$ cat config.mk
export PLATFORM = sky130hd
export DESIGN_NAME = pcfg_port
export DESIGN_NICKNAME = d
export VERILOG_FILES = /design/src/rtl/pcfg_pkg.sv /design/src/rtl/pcfg_lanes.sv /design/src/rtl/pcfg_ptr_reg.sv /design/src/rtl/pcfg_hdr_mirror.sv /design/src/rtl/pcfg_port.sv
export SDC_FILE = /design/constraint.sdc
export NUM_CORES = 1
export LEC_CHECK = 0
export BUFFER_PORTS_ARGS = -buffer_cell sky130_fd_sc_hd__buf_4
export CORE_UTILIZATION = 58
export CTS_BUF_LIST = sky130_fd_sc_hd__clkbuf_8
export DETAILED_ROUTE_END_ITERATION = 8
export PLACE_DENSITY = 0.77
export SYNTH_ARGS = -nofsm -noshare
export SYNTH_HDL_FRONTEND = slang
export SYNTH_SLANG_ARGS = --single-unit
$ cat constraint.sdc
create_clock -name clk -period 3.65 [get_ports clk]
set_input_delay 0.1825 -clock clk [delete_from_list [all_inputs] [get_ports clk]]
set_output_delay 0.1825 -clock clk [all_outputs]
set_load 0.03 [all_outputs]
$ cat src/rtl/pcfg_pkg.sv
package pcfg_pkg;

  typedef enum logic [1:0] {
    ST_IDLE,
    ST_CREQ,
    ST_CWAIT,
    ST_RESP
  } pcfg_state_t;

  typedef enum logic [1:0] {
    RG_PTR,
    RG_WIN,
    RG_HDR,
    RG_NONE
  } pcfg_rgn_t;

  // width code -> byte mask before shifting
  function automatic logic [3:0] width_lanes(input logic [1:0] sz);
    case (sz)
      2'd0:    width_lanes = 4'b0001;
      2'd1:    width_lanes = 4'b0011;
      default: width_lanes = 4'b1111;
    endcase
  endfunction

  function automatic logic [3:0] lane_en(input logic [1:0] sz, input logic [1:0] off);
    logic [6:0] m;
    m = {3'b000, width_lanes(sz)} << off;
    lane_en = m[3:0];
  endfunction

  function automatic logic [31:0] width_mask(input logic [1:0] sz);
    logic [3:0] l;
    l = width_lanes(sz);
    width_mask = {{8{l[3]}}, {8{l[2]}}, {8{l[1]}}, {8{l[0]}}};
  endfunction

endpackage

$ cat src/rtl/pcfg_lanes.sv
module pcfg_lanes
  import pcfg_pkg::*;
(
  input  logic [1:0]  sz,
  input  logic [1:0]  off,
  input  logic [31:0] wd_right,
  input  logic [31:0] rword,
  output logic [3:0]  be,
  output logic [31:0] wd_lane,
  output logic [31:0] rd_right
);
  logic [4:0] sh;

  always_comb begin
    sh       = {off, 3'b000};
    be       = lane_en(sz, off);
    wd_lane  = wd_right << sh;
    rd_right = (rword >> sh) & width_mask(sz);
  end
endmodule

$ cat src/rtl/pcfg_ptr_reg.sv
module pcfg_ptr_reg #(
  parameter int unsigned W = 32
) (
  input  logic         clk,
  input  logic         rst_n,
  input  logic         we,
  input  logic [W/8-1:0] be,
  input  logic [W-1:0] wd,
  output logic [W-1:0] q
);
  localparam int unsigned NB = W / 8;

  for (genvar b = 0; b < NB; b++) begin : g_byte
    always_ff @(posedge clk) begin
      if (!rst_n)               q[8*b +: 8] <= '0;
      else if (we && be[b])     q[8*b +: 8] <= wd[8*b +: 8];
    end
  end

  // pointer only changes through an accepted write
  p_ptr_keep_r2: assert property (@(posedge clk) disable iff (!rst_n)
    !we |=> $stable(q));
endmodule

$ cat src/rtl/pcfg_hdr_mirror.sv
module pcfg_hdr_mirror #(
  parameter int unsigned  HDR_BYTES  = 64,
  parameter logic [31:0]  ID_WORD    = 32'h7C01_1AF4,
  parameter logic [31:0]  CLASS_WORD = 32'h0604_0001
) (
  input  logic         clk,
  input  logic         rst_n,
  input  logic         we,
  input  logic [$clog2(HDR_BYTES/4)-1:0] idx,
  input  logic [3:0]   be,
  input  logic [31:0]  wd,
  output logic [31:0]  rdata
);
  localparam int unsigned NWORDS = HDR_BYTES / 4;

  logic [31:0] words [NWORDS];

  for (genvar w = 0; w < NWORDS; w++) begin : g_word
    localparam logic [31:0] INIT = (w == 0) ? ID_WORD :
                                   (w == 2) ? CLASS_WORD : 32'h0;
    for (genvar b = 0; b < 4; b++) begin : g_byte
      always_ff @(posedge clk) begin
        if (!rst_n)
          words[w][8*b +: 8] <= INIT[8*b +: 8];
        else if (we && be[b] && (idx == w[$clog2(NWORDS)-1:0]))
          words[w][8*b +: 8] <= wd[8*b +: 8];
      end
    end
  end

  assign rdata = words[idx];

  // a selected word is untouched when no write is issued
  p_hdr_keep_r8: assert property (@(posedge clk) disable iff (!rst_n)
    !we |=> $stable(words[0]) && $stable(words[NWORDS-1]));
endmodule

$ cat src/rtl/pcfg_port.sv
module pcfg_port
  import pcfg_pkg::*;
#(
  parameter int unsigned  ADDR_W     = 20,
  parameter int unsigned  REG_BASE   = 32'h8_0000,
  parameter int unsigned  HDR_BYTES  = 64,
  parameter int unsigned  WIN_OFS    = 4,
  parameter logic [31:0]  ID_WORD    = 32'h7C01_1AF4,
  parameter logic [31:0]  CLASS_WORD = 32'h0604_0001
) (
  input  logic              clk,
  input  logic              rst_n,
  input  logic              hst_valid,
  output logic              hst_ready,
  input  logic              hst_write,
  input  logic [ADDR_W-1:0] hst_addr,
  input  logic [1:0]        hst_size,
  input  logic [31:0]       hst_wdata,
  output logic              rsp_valid,
  input  logic              rsp_ready,
  output logic [31:0]       rsp_rdata,
  output logic              cfg_req_valid,
  input  logic              cfg_req_ready,
  output logic              cfg_write,
  output logic [7:0]        cfg_bus,
  output logic [4:0]        cfg_dev,
  output logic [2:0]        cfg_fn,
  output logic [5:0]        cfg_reg,
  output logic [3:0]        cfg_be,
  output logic [31:0]       cfg_wdata,
  input  logic              cfg_cpl_valid,
  input  logic [31:0]       cfg_cpl_data
);
  localparam int unsigned IDX_W = $clog2(HDR_BYTES / 4);
  localparam logic [ADDR_W-1:0] HDR_LO = ADDR_W'(REG_BASE);
  localparam logic [ADDR_W-1:0] HDR_HI = ADDR_W'(REG_BASE + HDR_BYTES);
  localparam logic [ADDR_W-3:0] PTR_WORD = '0;
  localparam logic [ADDR_W-3:0] WIN_WORD = (ADDR_W-2)'(WIN_OFS / 4);

  pcfg_state_t st_q;
  pcfg_rgn_t   rgn;
  logic        accept;
  logic [31:0] ptr_q, hdr_rd, local_word, rdata_q;
  logic [3:0]  be_h, be_c;
  logic [31:0] wl_h, rj_h, wl_c, rj_c;
  logic [1:0]  off_q, sz_q;
  logic [31:0] wd_q;
  logic        wr_q;

  // ---------------- decode ----------------
  always_comb begin
    if (hst_addr[ADDR_W-1:2] == PTR_WORD)               rgn = RG_PTR;
    else if (hst_addr[ADDR_W-1:2] == WIN_WORD)          rgn = RG_WIN;
    else if (hst_addr >= HDR_LO && hst_addr < HDR_HI)   rgn = RG_HDR;
    else                                                rgn = RG_NONE;
  end

  assign hst_ready = (st_q == ST_IDLE);
  assign accept    = hst_valid && hst_ready;

  always_comb begin
    case (rgn)
      RG_PTR:  local_word = ptr_q;
      RG_HDR:  local_word = hdr_rd;
      default: local_word = '0;
    endcase
  end

  // lane handling for local accesses (live inputs)
  pcfg_lanes u_lane_h (
    .sz(hst_size), .off(hst_addr[1:0]), .wd_right(hst_wdata), .rword(local_word),
    .be(be_h), .wd_lane(wl_h), .rd_right(rj_h)
  );

  pcfg_ptr_reg #(.W(32)) u_ptr (
    .clk(clk), .rst_n(rst_n),
    .we(accept && hst_write && (rgn == RG_PTR)),
    .be(be_h), .wd(wl_h), .q(ptr_q)
  );

  pcfg_hdr_mirror #(.HDR_BYTES(HDR_BYTES), .ID_WORD(ID_WORD), .CLASS_WORD(CLASS_WORD)) u_hdr (
    .clk(clk), .rst_n(rst_n),
    .we(accept && hst_write && (rgn == RG_HDR)),
    .idx(hst_addr[IDX_W+1:2]), .be(be_h), .wd(wl_h), .rdata(hdr_rd)
  );

  // lane handling for forwarded accesses (latched)
  pcfg_lanes u_lane_c (
    .sz(sz_q), .off(off_q), .wd_right(wd_q), .rword(cfg_cpl_data),
    .be(be_c), .wd_lane(wl_c), .rd_right(rj_c)
  );

  // ---------------- sequencing ----------------
  always_ff @(posedge clk) begin
    if (!rst_n) begin
      st_q    <= ST_IDLE;
      rdata_q <= '0;
      off_q   <= '0;
      sz_q    <= '0;
      wd_q    <= '0;
      wr_q    <= 1'b0;
    end else begin
      case (st_q)
        ST_IDLE: if (accept) begin
          if (rgn == RG_WIN) begin
            off_q <= ptr_q[1:0] | hst_addr[1:0];
            sz_q  <= hst_size;
            wd_q  <= hst_wdata;
            wr_q  <= hst_write;
            st_q  <= ST_CREQ;
          end else begin
            rdata_q <= hst_write ? 32'h0 : rj_h;
            st_q    <= ST_RESP;
          end
        end
        ST_CREQ: if (cfg_req_ready) begin
          if (wr_q) begin
            rdata_q <= '0;
            st_q    <= ST_RESP;
          end else begin
            st_q    <= ST_CWAIT;
          end
        end
        ST_CWAIT: if (cfg_cpl_valid) begin
          rdata_q <= rj_c;
          st_q    <= ST_RESP;
        end
        ST_RESP: if (rsp_ready) st_q <= ST_IDLE;
        default: st_q <= ST_IDLE;
      endcase
    end
  end

  assign rsp_valid     = (st_q == ST_RESP);
  assign rsp_rdata     = rdata_q;
  assign cfg_req_valid = (st_q == ST_CREQ);
  assign cfg_write     = wr_q;
  assign cfg_be        = be_c;
  assign cfg_wdata     = wl_c;
  assign cfg_bus       = ptr_q[23:16];
  assign cfg_dev       = ptr_q[15:11];
  assign cfg_fn        = ptr_q[10:8];
  assign cfg_reg       = ptr_q[7:2];

  // ---------------- assertions ----------------
  p_req_hold_r6: assert property (@(posedge clk) disable iff (!rst_n)
    cfg_req_valid && !cfg_req_ready |=>
      cfg_req_valid && $stable(cfg_be) && $stable(cfg_wdata) && $stable(cfg_write)
      && $stable(cfg_reg) && $stable(cfg_bus));

  p_wr_ack_r6: assert property (@(posedge clk) disable iff (!rst_n)
    cfg_req_valid && cfg_req_ready && cfg_write |=> rsp_valid && (rsp_rdata == 32'h0));

  p_rd_wait_r6: assert property (@(posedge clk) disable iff (!rst_n)
    cfg_req_valid && cfg_req_ready && !cfg_write |=> !rsp_valid);

  p_rsp_hold_r7: assert property (@(posedge clk) disable iff (!rst_n)
    rsp_valid && !rsp_ready |=> rsp_valid && $stable(rsp_rdata));

  p_one_out_r7: assert property (@(posedge clk) disable iff (!rst_n)
    hst_valid && hst_ready |=> !hst_ready);

  p_no_fwd_r9: assert property (@(posedge clk) disable iff (!rst_n)
    hst_valid && hst_ready && (rgn == RG_NONE) |=> !cfg_req_valid);
endmodule

# After elaboration in Yosys (flattened, before gate mapping)
# Memory sizes are Yosys's and may differ from the RTL's.
# Cells that the tools add are included.
dict set report classes {
  n_lt_le_gt_ge 2
  n_eq_ne 29
  n_shift 6
  mux 277
  bitwise_logic 67
  reduce_logical 87
}
# operator n
set op_table {}
lappend op_table {{2-to-1 mux 8 bit} 64}
lappend op_table {{2-to-1 mux 1 bit} 195}
lappend op_table {{2-to-1 mux 32 bit} 6}
lappend op_table {{case mux 32 bit (3 select lines)} 1}
lappend op_table {{logical AND 1 bit} 77}
lappend op_table {{AND 32 bit} 2}
lappend op_table {{bitwise OR 1 bit} 64}
lappend op_table {{case mux 32 bit (2 select lines)} 1}
lappend op_table {{left shift 32 x 5 -> 32 bit} 2}
lappend op_table {{right shift 32 x 5 -> 32 bit} 2}
lappend op_table {{equality test 4 bit (second input constant)} 8}
lappend op_table {{>= comparator 20 bit (second input constant)} 1}
lappend op_table {{less-than comparator 20 bit (second input constant)} 1}
lappend op_table {{equality test 18 x 1 -> 1 bit (second input constant)} 1}
lappend op_table {{logical NOT 18 bit} 1}
lappend op_table {{equality test 4 x 3 -> 1 bit (second input constant)} 4}
lappend op_table {{case mux 4 bit (2 select lines)} 2}
lappend op_table {{2-to-1 mux 2 bit} 7}
lappend op_table {{equality test 2 x 1 -> 1 bit (second input constant)} 4}
lappend op_table {{equality test 4 x 2 -> 1 bit (second input constant)} 2}
lappend op_table {{logical NOT 2 bit} 4}
lappend op_table {{inequality test 2 x 1 -> 1 bit (second input constant)} 4}
lappend op_table {{case mux 2 bit (4 select lines)} 1}
lappend op_table {{left shift 4 x 2 -> 4 bit} 2}
lappend op_table {{9 further kinds} 12}
dict set report totals {
  regBits 103
  mem_bits_rw 512
  input_bits 93
  n_memories 1
}
# memory depth word_bits rd rd_ports_with_merged_regs wr line
set memory_table {}
lappend memory_table {u_hdr.words 16 32 1 0 16 pcfg_hdr_mirror.sv:16} ;# logic [31:0] words [NWORDS];

# Depth between registers and ports, before layout
# Gate-level depths: netlist (run 1).
dict set report logic_depth {
  word_depth 13
  mapped_depth 11
  mapped_depth_nobuf 9
}

# By module
# From an unflattened synthesis (run 1), not the netlist that was laid out.
dict set report unflattened {
  hier_cells 2431
  hier_area_um2 29706.0
}
# module instances cells_per_inst area_each_um2
set by_module_without_submodules {}
lappend by_module_without_submodules {pcfg_hdr_mirror 1 1522 22054.9}
lappend by_module_without_submodules {pcfg_port 1 392 3549.7}
lappend by_module_without_submodules {pcfg_lanes 2 183 1337.5}
lappend by_module_without_submodules {pcfg_ptr_reg 1 151 1426.4}

# Worst setup path before layout (run 1)
# No wires, ideal clock.
dict set report synth_timing {
  path_kind {flip-flop to flip-flop}
  startpoint {register st_q[0]}
  endpoint {memory u_hdr.words[10][16], enable pin}
  setup_time_ns 0.384
  arrival_ns 2.239
  slack_ns 1.027
  path_stages_with_launch 8
  path_buffers 1
  period_less_slack_ns 2.623
  cell_sequence {dfxtp_1 > inv_1 > ha_1 > nand3_1 > nor2_2 > o21ai_1 > clkbuf_1 > o21ai_0}
}
# element line
set synth_lines {}
lappend synth_lines {{start: declaration} pcfg_port.sv:40} ;# pcfg_state_t st_q;
lappend synth_lines {{start signal: assignment} pcfg_port.sv:96} ;# st_q <= ST_IDLE;
lappend synth_lines {{start signal: assignment} pcfg_port.sv:110} ;# st_q <= ST_CREQ;
lappend synth_lines {{start signal: assignment} pcfg_port.sv:113} ;# st_q <= ST_RESP;
lappend synth_lines {{end: declaration} pcfg_hdr_mirror.sv:16}

==> summary.txt, run 1 <==
Critical path's most frequent cell: nor2_2
DIE AREA: 51,100 um^2
Share of post-route cells with drive strength above 1: 21.9%
Synthesized cell area: 29,100 um^2
Final ANT Viol Nets: 0
Top cells by count, synth: nor2_1 (625), edfxtp_1 (512), nand2_1 (224)
CTS Buf Count: 98
Static leakage: 12.3 nW
Asr flop ratio synth: 0%
Worst-skew pair later-pin latency: 0.72 ns
# IOs: 187
Max_cap viols: 0
Mean Syn Cell Area: 11.5 um^2
Setup TNS: 0 ns
Post-placement worst setup slack: 0.537 ns
GP Congestion: 1.03
Sw Share: 29.4%
Max incr delay on CP: 0.67 ns
Core Region: 49,300 um^2
Critical path type: reg -> reg
WP data required: 4.20 ns
Setup Viol. Count Final: 0
Post-synth EDFFs: 512
Cell taking the most area after synthesis: edfxtp_1
P_sw: 0.00486 W
Layout fillers: 3,516
Type of the most critical hold path: in -> reg
Hpwl dp: 65,600 um
Htree depth: 3
Clk buf depth: 3
Via Count: 23,200
CTS Root Cell: clkbuf_8
Cells along the critical path: inv_1 > ha_1 > nand3_1 > nor2_2 > o21ai_2 > nor2_2 > nand2_1 > nor2_1
Nature of the critical path startpoint: register
GR Overflow Total: 0
Unrepaired setup endpoints after global routing: false
Drt first pass iters: 7
Count leader, synth: nor2_1
Yosys reg bits: 615
Vias per cell: 6.52
Initial Util: 59.1%
CP arrival: 3.76 ns
Die height: 226 um
CP Capture Type: register
Hold slack: 0.0241 ns
Slowest CP cell: nor2_2
Gate power share: 17.3%
Unique cell type count in the Yosys netlist: 73
Crit Path Max Fanout: 18
Final core occ: 68.5%
Internal: 0.0117 W
Worst Skew: 0.0403 ns
Final Hold Viols: 0
Clock share of power: 33.5%
Total power: 0.0165 W
P per Cell Area: 490 nW/um^2
Worst-path clk slew: 0.07 ns
Yosys warns: 0
Die Span X: 226 um
PortBufs: 186
Worst setup margin: 0.444 ns
Total Wirelength: 95,500 um
Post-Syn Nets: 2,624
Pin count of the biggest net entering global routing: 95
Fmax: 0.312 GHz
Global-route wire length before repair: 139,000 um
VDD IR-drop max: 452 uV
Row count: 81
Vias in the first global route: 22,000
Status: complete, no violations
Main synth FF type: edfxtp_1
CTS tree: built
CTS sink cnt: 615
Share of the synthesized area in the top cell type: 52.8%
Pins Over Slew Limit: 0
GRT Util Overall: 37.4%
Layout area overhead: 15.9%
Final Critical Period: 3.21 ns
Worst Max-Slew Pin Slew: 1.21 ns
Rel. slew slack: 19.5%
Area contributors post-synth: edfxtp_1 (53%), nor2_1 (8.1%), dfxtp_1 (7.1%)
Initial DRC Count: 3,875
Sequential share of power: 49.2%
Register area share after synthesis: 59.9%
Mapped Cells: 2,526
Initial antenna violation count: 3
Final-stage net count: 2,900
WL per Instance: 26.9 um
Tcrit/Tclk final: 87.8%
Drc violations: 0
## state kept, by name, indices dropped and copies added, names as in the netlist
register,cells
wd_q,32
st_q,2
rsp_rdata,32
u_hdr.words,512
u_ptr.q,32
sz_q,2
cfg_write,1
off_q,2
## logic make-up (layout without fill, tap and decap cells)
logic type / count (synthesis) / in the layout / synth area share [%]
AND/OR/NAND/NOR: 1012 / 1012 / 14.7
flip-flops: 615 / 615 / 59.9
AO/OA/AOI/OAI: 444 / 444 / 9.26
multiplexers: 238 / 238 / 12.1
buffers and inverters: 212 / 569 / 3.80
adder cells (fa/ha/maj): 5 / 5 / 0.215
other: 0 / 2 / 0
## metal layers
layer / part of all wire (%) / routed length (um) / track usage, %
met1: 35 / 33100 / 47.8
met2: 44 / 42300 / 56.6
met3: 15 / 14000 / 11.2
met4: 6.4 / 6100 / 21.9
met5: 0.017 / 16 / 0
## power by group through the flow
stage	Clock (W)	Combinational [W]	Sequential [W]
final	0.00554	0.00286	0.00814
after detailed placement	0	0.00271	0.00827
after CTS	0.00554	0.00276	0.00812
after floorplan	0	0.00137	0.00850
after global placement	0	0.00267	0.00825
after global routing	0.00584	0.00297	0.00815
## cell type report
cell class,count,area (um^2),area share [%]
diodes,2,5.00,0.0148
clock buffers,111,1530,4.53
clock inverters,70,300,0.890
inverters,12,45.0,0.134
multi-input cells,1699,10600,31.4
flip-flops and latches,615,17400,51.7
well taps,664,831,2.46
repair buffers,376,3000,8.90
## through the flow
stage | instance area (um^2) | std cells
2_1_floorplan | 29100 | 2526
3_3_place_gp | 31300 | 3311
3_5_place_dp | 31300 | 3311
4_1_cts | 33700 | 3547
5_1_grt | 33700 | 3548
6_report | 33700 | 3549
## worst max-delay path, delay by kind of cell (launching register included)
kind | cells | cell delay (ns)
AOI/OAI and AO/OA | 1 | 0.31
and+or+nand+nor | 5 | 1.90
adders and majority gates | 1 | 0.34
DFF | 1 | 0.35
buffers and inverters | 1 | 0.13
## final timing paths
check                  startpoint            endpoint  slack, ns  depth (start not counted)
setup / recovery          st_q[0]  u_hdr.words[7][30]       0.44                          8
hold / removal    cfg_cpl_data[2]        rsp_rdata[2]       0.02                          4
setup reg to reg          st_q[0]  u_hdr.words[7][30]       0.44                          8
hold reg to reg          wd_q[31]            wd_q[31]       0.46                          2
## placed cells by master, fill, tap and decap left out, drive strengths merged, types with 4 or more instances in the layout
| cell type | instances |
|---|---|
| a211oi | 52 |
| a21oi | 124 |
| a221oi | 8 |
| a22o | 9 |
| a22oi | 22 |
| a31oi | 10 |
| a32oi | 5 |
| and2 | 12 |
| buf | 321 |
| clkbuf | 111 |
| clkinv | 22 |
| clkinvlp | 4 |
| dfxtp | 103 |
| dlygate4sd3 | 55 |
| edfxtp | 512 |
| ha | 5 |
| inv | 56 |
| mux2 | 53 |
| mux2i | 100 |
| mux4 | 85 |
| nand2 | 225 |
| nand2b | 9 |
| nand3 | 20 |
| nand3b | 6 |
| nor2 | 633 |
| nor2b | 23 |
| nor3 | 26 |
| nor4 | 16 |
| o211ai | 12 |
| o21ai | 134 |
| o22a | 4 |
| o22ai | 40 |
| or2 | 14 |
| or3 | 10 |
## repair_timing
action,4_1_cts,5_1_grt
gates resized for setup,0,0
endpoints found under the hold margin,61,0
hold buffers,55,0
buffers inserted,0,0
No activity file was read; power rests on OpenSTA's default activity.
==> run 2, diff against run 1 <==
--- a/config.mk
+++ b/config.mk
@@ -6,6 +6,7 @@
 export NUM_CORES = 1
 export LEC_CHECK = 0
 export BUFFER_PORTS_ARGS = -buffer_cell sky130_fd_sc_hd__buf_4
+export CORE_ASPECT_RATIO = 1.5
 export CORE_UTILIZATION = 58
 export CTS_BUF_LIST = sky130_fd_sc_hd__clkbuf_8
 export DETAILED_ROUTE_END_ITERATION = 8
==> run 2 against run 1 <==
Clock skew is 0.0052 ns lower. Clock power is 3.8% lower. Maximum frequency is 2.7% lower. Non-clock buffer count is 16 higher. Die area hardly changed. Critical path depth stayed put. Register-to-register slack worse by 0.09 ns. Total power is 1.3% lower. Core utilization is 0.49 points lower.
==> summary.txt, run 2 (synthesis results as in run 1) <==
Unrepaired setup endpoints after global routing: false
Fmax: 0.303 GHz
Placed cell area: 31,500 um^2
Layout fillers: 3,498
WL per Instance: 27.2 um
Vias in the first global route: 22,700
Most frequent cells in the layout: nor2_1 (624), edfxtp_1 (512), buf_4 (334)
Setup Viol. Count Final: 0
Drt first pass iters: 6
Static leakage: 12.2 nW
Flip-flop count of the largest register after layout: 512
Largest Register: u_hdr.words
Seq. cell area: 17,400 um^2
Htree depth: 3
Vias per cell: 6.51
Total Wirelength: 96,200 um
DIE AREA: 51,100 um^2
CTS sink cnt: 615
WP data required: 4.19 ns
CTS Hold Bufs: 53
PortBufs: 186
Die Span X: 185 um
Setup TNS: 0 ns
Die height: 276 um
CTS Root Cell: clkbuf_8
Via Count: 23,000
Crit Path Max Fanout: 63
Fin area: 33,700 um^2
R2R Path Start: st_q[1]
Initial antenna violation count: 6
Pins Over Slew Limit: 0
Rel. slew slack: 20.7%
Share of post-route cells with drive strength above 1: 22.1%
Drc violations: 0
Initial DRC Count: 3,139
Multi-input gate area: 10,600 um^2
Tcrit/Tclk final: 90.3%
Global-route wire length before repair: 140,000 um
Worst Max-Slew Pin Slew: 1.16 ns
GRT Util Overall: 37.9%
Final ANT Viol Nets: 0
Layout area overhead: 15.8%
Core Region: 49,500 um^2
Max incr delay on CP: 0.90 ns
CTS tree: built
Worst-skew pair later-pin latency: 0.69 ns
Initial Util: 58.7%
Max_cap viols: 0
Critical path type: reg -> reg
Nature of the critical path startpoint: register
Post-CTS setup buffers: 0
Cells along the critical path: inv_1 > ha_1 > a222oi_1 > nand2_1 > nor2_4 > o221ai_1 > a21oi_1 > nor2_1
Hpwl dp: 67,700 um
CP Capture Type: register
P per Cell Area: 485 nW/um^2
Final Hold Viols: 0
Type of the most critical hold path: in -> reg
Final Critical Period: 3.30 ns
GP Congestion: 1.06
CTS resizes: 0
Worst-path clk slew: 0.07 ns
Slowest CP cell: nor2_4
Pin count of the biggest net entering global routing: 95
Row count: 100
GR Overflow Total: 0
Worst Skew: 0.0351 ns
Final-stage net count: 2,904
CTS Buf Count: 86
CP arrival: 3.84 ns
Worst hold start: cfg_cpl_data[12]
VDD IR-drop max: 336 uV
Origin of the worst setup path: st_q[1]
Hold slack: 0.0179 ns
Commonest non-fill, non-tap cell in the layout: nor2_1
Clk buf depth: 3
Status: complete, no violations
# IOs: 187
-- run 2: stage by stage --
step / total power [W] / utilization, % / worst slack [ns] / std cells
finish: 0.0163 / 68.0 / 0.355 / 3539
detailed placement: 0.0110 / 63.6 / 0.502 / 3328
global placement: 0.0109 / 63.6 / 0.553 / 3328
CTS: 0.0162 / 68.0 / 0.500 / 3538
global route: 0.0168 / 68.0 / 0.132 / 3539
floorplan: 0.00987 / - / 1.03 / 2526
-- run 2: area by class of cell --
type	instances	area share (%)
inverters	12	0.134
multi-input cells	1699	31.4
diodes	1	0.00743
clock buffers	89	3.64
well taps	663	2.46
repair buffers	392	9.29
flip-flops and latches	615	51.8
clock inverters	68	1.30
-- run 2: critical path, delay by kind of cell, from the launching register on --
kind,cells,cell delay [ns]
AOI/OAI and AO/OA,3,1.21
and+or+nand+nor,3,1.17
DFF,1,0.42
adders and majority gates,1,0.24
buffers and inverters,1,0.09
-- run 2: path summary, 6_finish.rpt --
path         cells after the start       endpoint  slack, ns
max                              8  rsp_rdata[23]       0.35
min                              4   rsp_rdata[4]       0.02
max reg2reg                      8  rsp_rdata[23]       0.35
min reg2reg                      2       wd_q[28]       0.45
-- run 2: report_power, final --
part	switching (W)	internal (W)	total [W]	leakage [nW]
Combinational	0.00190	0.000980	0.00288	5.20
Sequential	0.000179	0.00793	0.00811	6.06
Clock	0.00269	0.00264	0.00533	0.936
Total	0.00477	0.0116	0.0163	12.2
-- run 2: routing by layer --
| layer | up-vias | part of all wire, % | GRT usage, % |
|---|---|---|---|
| met5 | - | 0.042 | 0 |
| li1 | 9737 | - | - |
| met4 | 6 | 9.2 | 30.2 |
| met2 | 1887 | 48 | 62.0 |
| met3 | 470 | 12 | 9.37 |
| met1 | 10900 | 31 | 41.8 |
